[src/rtl/sio_pkg.sv]
`timescale 1ns/1ps
package sio_pkg;
   // Upper bound on synchronizer depth for the control lines
   localparam int SIO_MAX_SYNC = 4;

   // Bit positions of the control lines inside the bundled sync vector
   localparam int CTL_SCLK   = 0;
   localparam int CTL_STROBE = 1;
   localparam int CTL_DIN    = 2;
   localparam int CTL_CASC   = 3;
   localparam int CTL_LINES  = 4;
endpackage

[src/rtl/sio_sync.sv]
`timescale 1ns/1ps
module sio_sync #(
   parameter int N      = 4,
   parameter int STAGES = 0
) (
   input  logic         clk,
   input  logic         rst_n,
   input  logic [N-1:0] d,
   output logic [N-1:0] q
);
   if (STAGES == 0) begin : g_bypass
      assign q = d;
   end else begin : g_chain
      for (genvar s = 0; s < STAGES; s++) begin : g_st
         logic [N-1:0] r;
         if (s == 0) begin : g_first
            always_ff @(posedge clk or negedge rst_n)
               if (!rst_n) r <= '0;
               else        r <= d;
         end else begin : g_next
            always_ff @(posedge clk or negedge rst_n)
               if (!rst_n) r <= '0;
               else        r <= g_st[s-1].r;
         end
      end
      assign q = g_chain.g_st[STAGES-1].r;
   end
endmodule

[src/rtl/sio_edge.sv]
`timescale 1ns/1ps
module sio_edge #(
   parameter int N = 2
) (
   input  logic         clk,
   input  logic         rst_n,
   input  logic [N-1:0] lvl,
   output logic [N-1:0] rise
);
   logic [N-1:0] prev_q;

   always_ff @(posedge clk or negedge rst_n)
      if (!rst_n) prev_q <= '0;
      else        prev_q <= lvl;

   assign rise = lvl & ~prev_q;
endmodule

[src/rtl/sio_sipo.sv]
`timescale 1ns/1ps
module sio_sipo #(
   parameter int WIDTH = 16
) (
   input  logic             clk,
   input  logic             rst_n,
   input  logic             shift_en,
   input  logic             ser_in,
   output logic [WIDTH-1:0] stage_q
);
   always_ff @(posedge clk or negedge rst_n)
      if (!rst_n)        stage_q <= '0;
      else if (shift_en) stage_q <= {stage_q[WIDTH-2:0], ser_in};
endmodule

[src/rtl/sio_piso.sv]
`timescale 1ns/1ps
module sio_piso #(
   parameter int WIDTH = 16
) (
   input  logic             clk,
   input  logic             rst_n,
   input  logic             load_n,
   input  logic             shift_en,
   input  logic             fill,
   input  logic [WIDTH-1:0] par,
   output logic [WIDTH-1:0] stage_q
);
   always_ff @(posedge clk or negedge rst_n)
      if (!rst_n)        stage_q <= '0;
      else if (!load_n)  stage_q <= par;
      else if (shift_en) stage_q <= {stage_q[WIDTH-2:0], fill};
endmodule

[src/rtl/sio_hold.sv]
`timescale 1ns/1ps
module sio_hold #(
   parameter int WIDTH = 16
) (
   input  logic             clk,
   input  logic             rst_n,
   input  logic             capture,
   input  logic [WIDTH-1:0] d,
   output logic [WIDTH-1:0] q
);
   always_ff @(posedge clk or negedge rst_n)
      if (!rst_n)       q <= '0;
      else if (capture) q <= d;
endmodule

[src/rtl/serial_io_expander.sv]
`timescale 1ns/1ps
module serial_io_expander
   import sio_pkg::*;
#(
   parameter int WIDTH       = 16,
   parameter int SYNC_STAGES = 0
) (
   input  logic             clk,
   input  logic             rst_n,
   input  logic             shift_clk,
   input  logic             strobe,
   input  logic             din,
   input  logic             cascade_in,
   input  logic [WIDTH-1:0] pins_in,
   output logic             dout,
   output logic             cascade_out,
   output logic [WIDTH-1:0] pins_out
);
   if (WIDTH < 2) begin : g_bad_width
      $error("serial_io_expander: WIDTH must be at least 2");
   end
   if (SYNC_STAGES < 0 || SYNC_STAGES > SIO_MAX_SYNC) begin : g_bad_sync
      $error("serial_io_expander: SYNC_STAGES out of range");
   end

   logic [CTL_LINES-1:0] ctl_raw, ctl_s;
   logic                 sclk_s, strobe_s, din_s, casc_s;
   logic [1:0]           rise;
   logic                 sclk_rise, strobe_rise, load_n;
   logic [WIDTH-1:0]     sipo_q, piso_q;

   always_comb begin
      ctl_raw             = '0;
      ctl_raw[CTL_SCLK]   = shift_clk;
      ctl_raw[CTL_STROBE] = strobe;
      ctl_raw[CTL_DIN]    = din;
      ctl_raw[CTL_CASC]   = cascade_in;
   end

   sio_sync #(.N(CTL_LINES), .STAGES(SYNC_STAGES)) u_sync (
      .clk(clk), .rst_n(rst_n), .d(ctl_raw), .q(ctl_s)
   );

   assign sclk_s   = ctl_s[CTL_SCLK];
   assign strobe_s = ctl_s[CTL_STROBE];
   assign din_s    = ctl_s[CTL_DIN];
   assign casc_s   = ctl_s[CTL_CASC];

   sio_edge #(.N(2)) u_edge (
      .clk(clk), .rst_n(rst_n), .lvl({strobe_s, sclk_s}), .rise(rise)
   );
   assign sclk_rise   = rise[0];
   assign strobe_rise = rise[1];

   // Input stage load line is the inverted strobe
   assign load_n = ~strobe_s;

   sio_sipo #(.WIDTH(WIDTH)) u_sipo (
      .clk(clk), .rst_n(rst_n), .shift_en(sclk_rise), .ser_in(din_s),
      .stage_q(sipo_q)
   );

   sio_hold #(.WIDTH(WIDTH)) u_hold (
      .clk(clk), .rst_n(rst_n), .capture(strobe_rise), .d(sipo_q),
      .q(pins_out)
   );

   sio_piso #(.WIDTH(WIDTH)) u_piso (
      .clk(clk), .rst_n(rst_n), .load_n(load_n), .shift_en(sclk_rise),
      .fill(casc_s), .par(pins_in), .stage_q(piso_q)
   );

   assign cascade_out = sipo_q[WIDTH-1];
   assign dout        = piso_q[WIDTH-1];
endmodule

[config.mk]
export PLATFORM = sky130hd
export DESIGN_NAME = serial_io_expander
export DESIGN_NICKNAME = d
export VERILOG_FILES = /design/src/rtl/sio_pkg.sv /design/src/rtl/sio_sync.sv /design/src/rtl/sio_edge.sv /design/src/rtl/sio_sipo.sv /design/src/rtl/sio_piso.sv /design/src/rtl/sio_hold.sv /design/src/rtl/serial_io_expander.sv
export SDC_FILE = /design/constraint.sdc
export NUM_CORES = 1
export LEC_CHECK = 0
export BUFFER_PORTS_ARGS = -buffer_cell sky130_fd_sc_hd__buf_2
export CAP_MARGIN = 10
export CORE_MARGIN = 4
export CORE_UTILIZATION = 50
export CTS_CLUSTER_DIAMETER = 150
export DETAILED_ROUTE_END_ITERATION = 8
export PLACE_DENSITY = 0.84
export SETUP_SLACK_MARGIN = 0.1
export SLEW_MARGIN = 30
export SYNTH_ARGS = -nofsm -noshare
export SYNTH_HDL_FRONTEND = slang
export SYNTH_SLANG_ARGS = --single-unit
export TNS_END_PERCENT = 5
[constraint.sdc]
create_clock -name clk -period 1.4 [get_ports clk]
set_clock_uncertainty 0.1 [all_clocks]
set_input_delay 0.14 -clock clk [delete_from_list [all_inputs] [get_ports clk]]
set_output_delay 0.14 -clock clk [all_outputs]
set_load 0.02 [all_outputs]
==> impl_metrics.json <==
{
  "status": "finished clean",
  "startpoint": "u_edge.prev_q[0]",
  "drv_slew": 0,
  "min_from": "pins_in[14]",
  "ys_top_cells_by_count": "dfrtp_1 (50), mux2_4 (20), nor2b_1 (17)",
  "grt_start_max_net_pins": 51,
  "tightest_slew_ns": 0.2621,
  "avgSynthCellArea_um2": 15.65,
  "std_cell_rows": 24,
  "synth_edf_count": 0,
  "cp.buffers_inverters": 1,
  "clock-sinks": 50,
  "whs_endpoint": "u_piso.stage_q[14]",
  "yosysWarnings": 0,
  "port_buffers": 39,
  "gp_congestion": 0.7351,
  "synth_top_family_by_area": "multiplexers",
  "critPathKind": "flip-flop to flip-flop",
  "antenna_cells": 0,
  "routed_wirelength_um": 4092,
  "synth-compound-area-share": 0.07010,
  "powerDensity_nw_per_um2": 1564,
  "antenna_found_initial": 0,
  "cts.htree.levels": 2,
  "vias_per_cell": 5.483,
  "fill_cells": 325,
  "power_frac_comb": 0.306,
  "path_clk_slew_ns": 0.09,
  "wire_per_inst_um": 15.80,
  "tritoncts": "done",
  "synthAdderAreaFrac": 0,
  "crit_arrival_ns": 1.39,
  "leakage_nw": 1.383,
  "synthArstFlopShare": 1.000,
  "r2r-end": "u_sipo.stage_q[14]",
  "clockRootBuffer": "clkbuf_8",
  "grt_remaining_overflow": 0,
  "synth_seq_area_share": 0.5476,
  "critPathMaxFanout": 14,
  "ant_nets": 0,
  "synth.cell_area_um2": 2285,
  "synth_top_area_frac": 0.5476,
  "reg2reg_setup_slack_ns": 0.10,
  "synth_ff_type": "dfrtp_1",
  "clk_latency_ns": 0.30,
  "track_usage": 0.1639,
  "p_seq_frac": 0.498,
  "min_path_type": "input port to flip-flop",
  "setup_tns_ns": 0,
  "netSwitchingPower_w": 0.001347,
  "hold_violations": 0,
  "first_pass_iters": 4,
  "cp_slowest_stage_delay_ns": 0.42,
  "post_cts_buffers": 0,
  "cp.required_ns": 1.50,
  "io_pins": 40,
  "worstReg2RegStart": "u_edge.prev_q[0]",
  "max_slew_margin": 0.8253,
  "dr.first_iter.drc_count": 76,
  "crit_slowest_cell": "dfrtp_1",
  "grt_pass1_wl_um": 6906,
  "synth_nets": 168,
  "grt_pass1_vias": 1443,
  "post-route-period-util": 0.9253,
  "clockBufferDepth": 2,
  "dieArea_um2": 5715,
  "min_period_ns": 1.295,
  "clockPowerShare": 0.195,
  "vias": 1420,
  "fin_util": 0.6436,
  "worstRegToRegCells": 3,
  "cap_violations": 0,
  "synth_cell_types": 13,
  "setup_viol": 0,
  "die_w_um": 75.60,
  "yosys.area.top_type": "dfrtp_1",
  "cp-start-kind": "flip-flop",
  "start_util": 0.5211,
  "vdd_ir_drop_max_mv": 0.6671,
  "synthToLayoutAreaGrowth_pct": 23.49,
  "synth_mux_area_frac": 0.1906,
  "cp-end-kind": "flip-flop",
  "core_um2": 4384,
  "final_nets": 228,
  "crit_chain": "nor2b_2 -> buf_12 -> mux2_2",
  "critPathTopFamily": "flip-flops",
  "synthSimpleGateAreaFrac": 0.1396,
  "yosys.area_share.xor_xnor": 0,
  "die_h_um": 75.60,
  "swShare": 0.3053,
  "synth.most_common_cell": "dfrtp_1",
  "drc": 0,
  "fmax_ghz": 0.7720,
  "cts_buffers": 5,
  "rsz0062_at_grt": "true",
  "ys_ff_latch": 50,
  "hold-path-cell-count": 2,
  "p_int_w": 0.003065,
  "synth.area.top_cells": "dfrtp_1 (55%), mux2_4 (13%), and4bb_1 (7.7%)",
  "dp_hpwl_um": 2689,
  "syn_inst": 146,
  "drive_gt1_frac": 0.4348
}
## layer usage
metal	vias to the layer above	track usage	share of wire
li1	663	-	-
met1	701	0.2197	0.46
met2	50	0.2570	0.47
met3	6	0.04881	0.062
met4	0	0.05243	0.014
met5	-	0	0
## stage by stage
stage | setup WS, ns | hold WS (ns) | power, W | cell area [um^2] | cells
floorplan | 0.07935 | -0.2556 | 0.003100 | 2285 | 146
global placement | 0.07507 | 0.04113 | 0.003481 | 2544 | 233
detailed placement | 0.05786 | 0.05065 | 0.003553 | 2544 | 233
CTS | 0.08590 | 0.01511 | 0.004450 | 2818 | 259
global route | 0.07933 | 0.01105 | 0.004660 | 2821 | 259
finish | 0.1046 | 0.01830 | 0.004412 | 2821 | 259
## cell families (layout without fill, tap and decap cells)
group	count (synthesis)	count (layout)
DFF	50	50
and+or+nand+nor	35	35
muxes	32	32
AOI/OAI and AO/OA	16	16
buffers and inverters	13	74
## power groups by stage
stage	Clock (W)	Combinational, W	Sequential, W
3_3_place_gp	0	0.00129	0.00219
4_1_cts	0.000884	0.00137	0.00220
3_5_place_dp	0	0.00133	0.00223
2_1_floorplan	0	0.000694	0.00241
6_report	0.000862	0.00135	0.00220
5_1_grt	0.000937	0.00146	0.00226
## cell type report
type / instances / area (um^2) / area share
clock buffers: 7 / 86.33 / 0.03060
well taps: 52 / 65.06 / 0.02306
flip-flops and latches: 50 / 1251 / 0.4435
clock inverters: 1 / 5.005 / 0.001774
multi-input cells: 83 / 917.1 / 0.3251
repair buffers: 66 / 496.7 / 0.1761
## sequential cells by signal (all words and copies together) (netlist names)
| signal | count |
|---|---|
| u_hold.q | 16 |
| u_piso.stage_q | 16 |
| u_sipo.stage_q | 16 |
| u_edge.prev_q | 2 |
## repair_timing
item / in CTS / in global routing
cloned: 0 / 0
hold buffers: 18 / 0
endpoints found under the setup margin: 15 / 20
resized for setup: 1 / 1
endpoints found under the hold margin: 67 / 0
## placed cells by master, fill, tap and decap left out, types with 4 or more instances in the layout
master	netlist	routed
dfrtp_1	50	50
buf_2	4	39
mux2_4	20	20
dlygate4sd3_1	0	18
nor2b_1	17	16
a221o_1	16	16
and4bb_1	14	14
mux2_2	12	12
clkbuf_8	0	6
buf_4	1	4
buf_12	1	4
## how the worst max path moves through the flow
stage,to,slack [ns],depth (start not counted)
finish,u_sipo.stage_q[14],0.10,3
global route,u_sipo.stage_q[0],0.08,3
CTS,u_piso.stage_q[14],0.09,3
detailed placement,u_sipo.stage_q[14],0.06,3
global placement,u_sipo.stage_q[0],0.08,3
floorplan,u_sipo.stage_q[10],0.08,4
No activity file was read; power rests on OpenSTA's default activity.
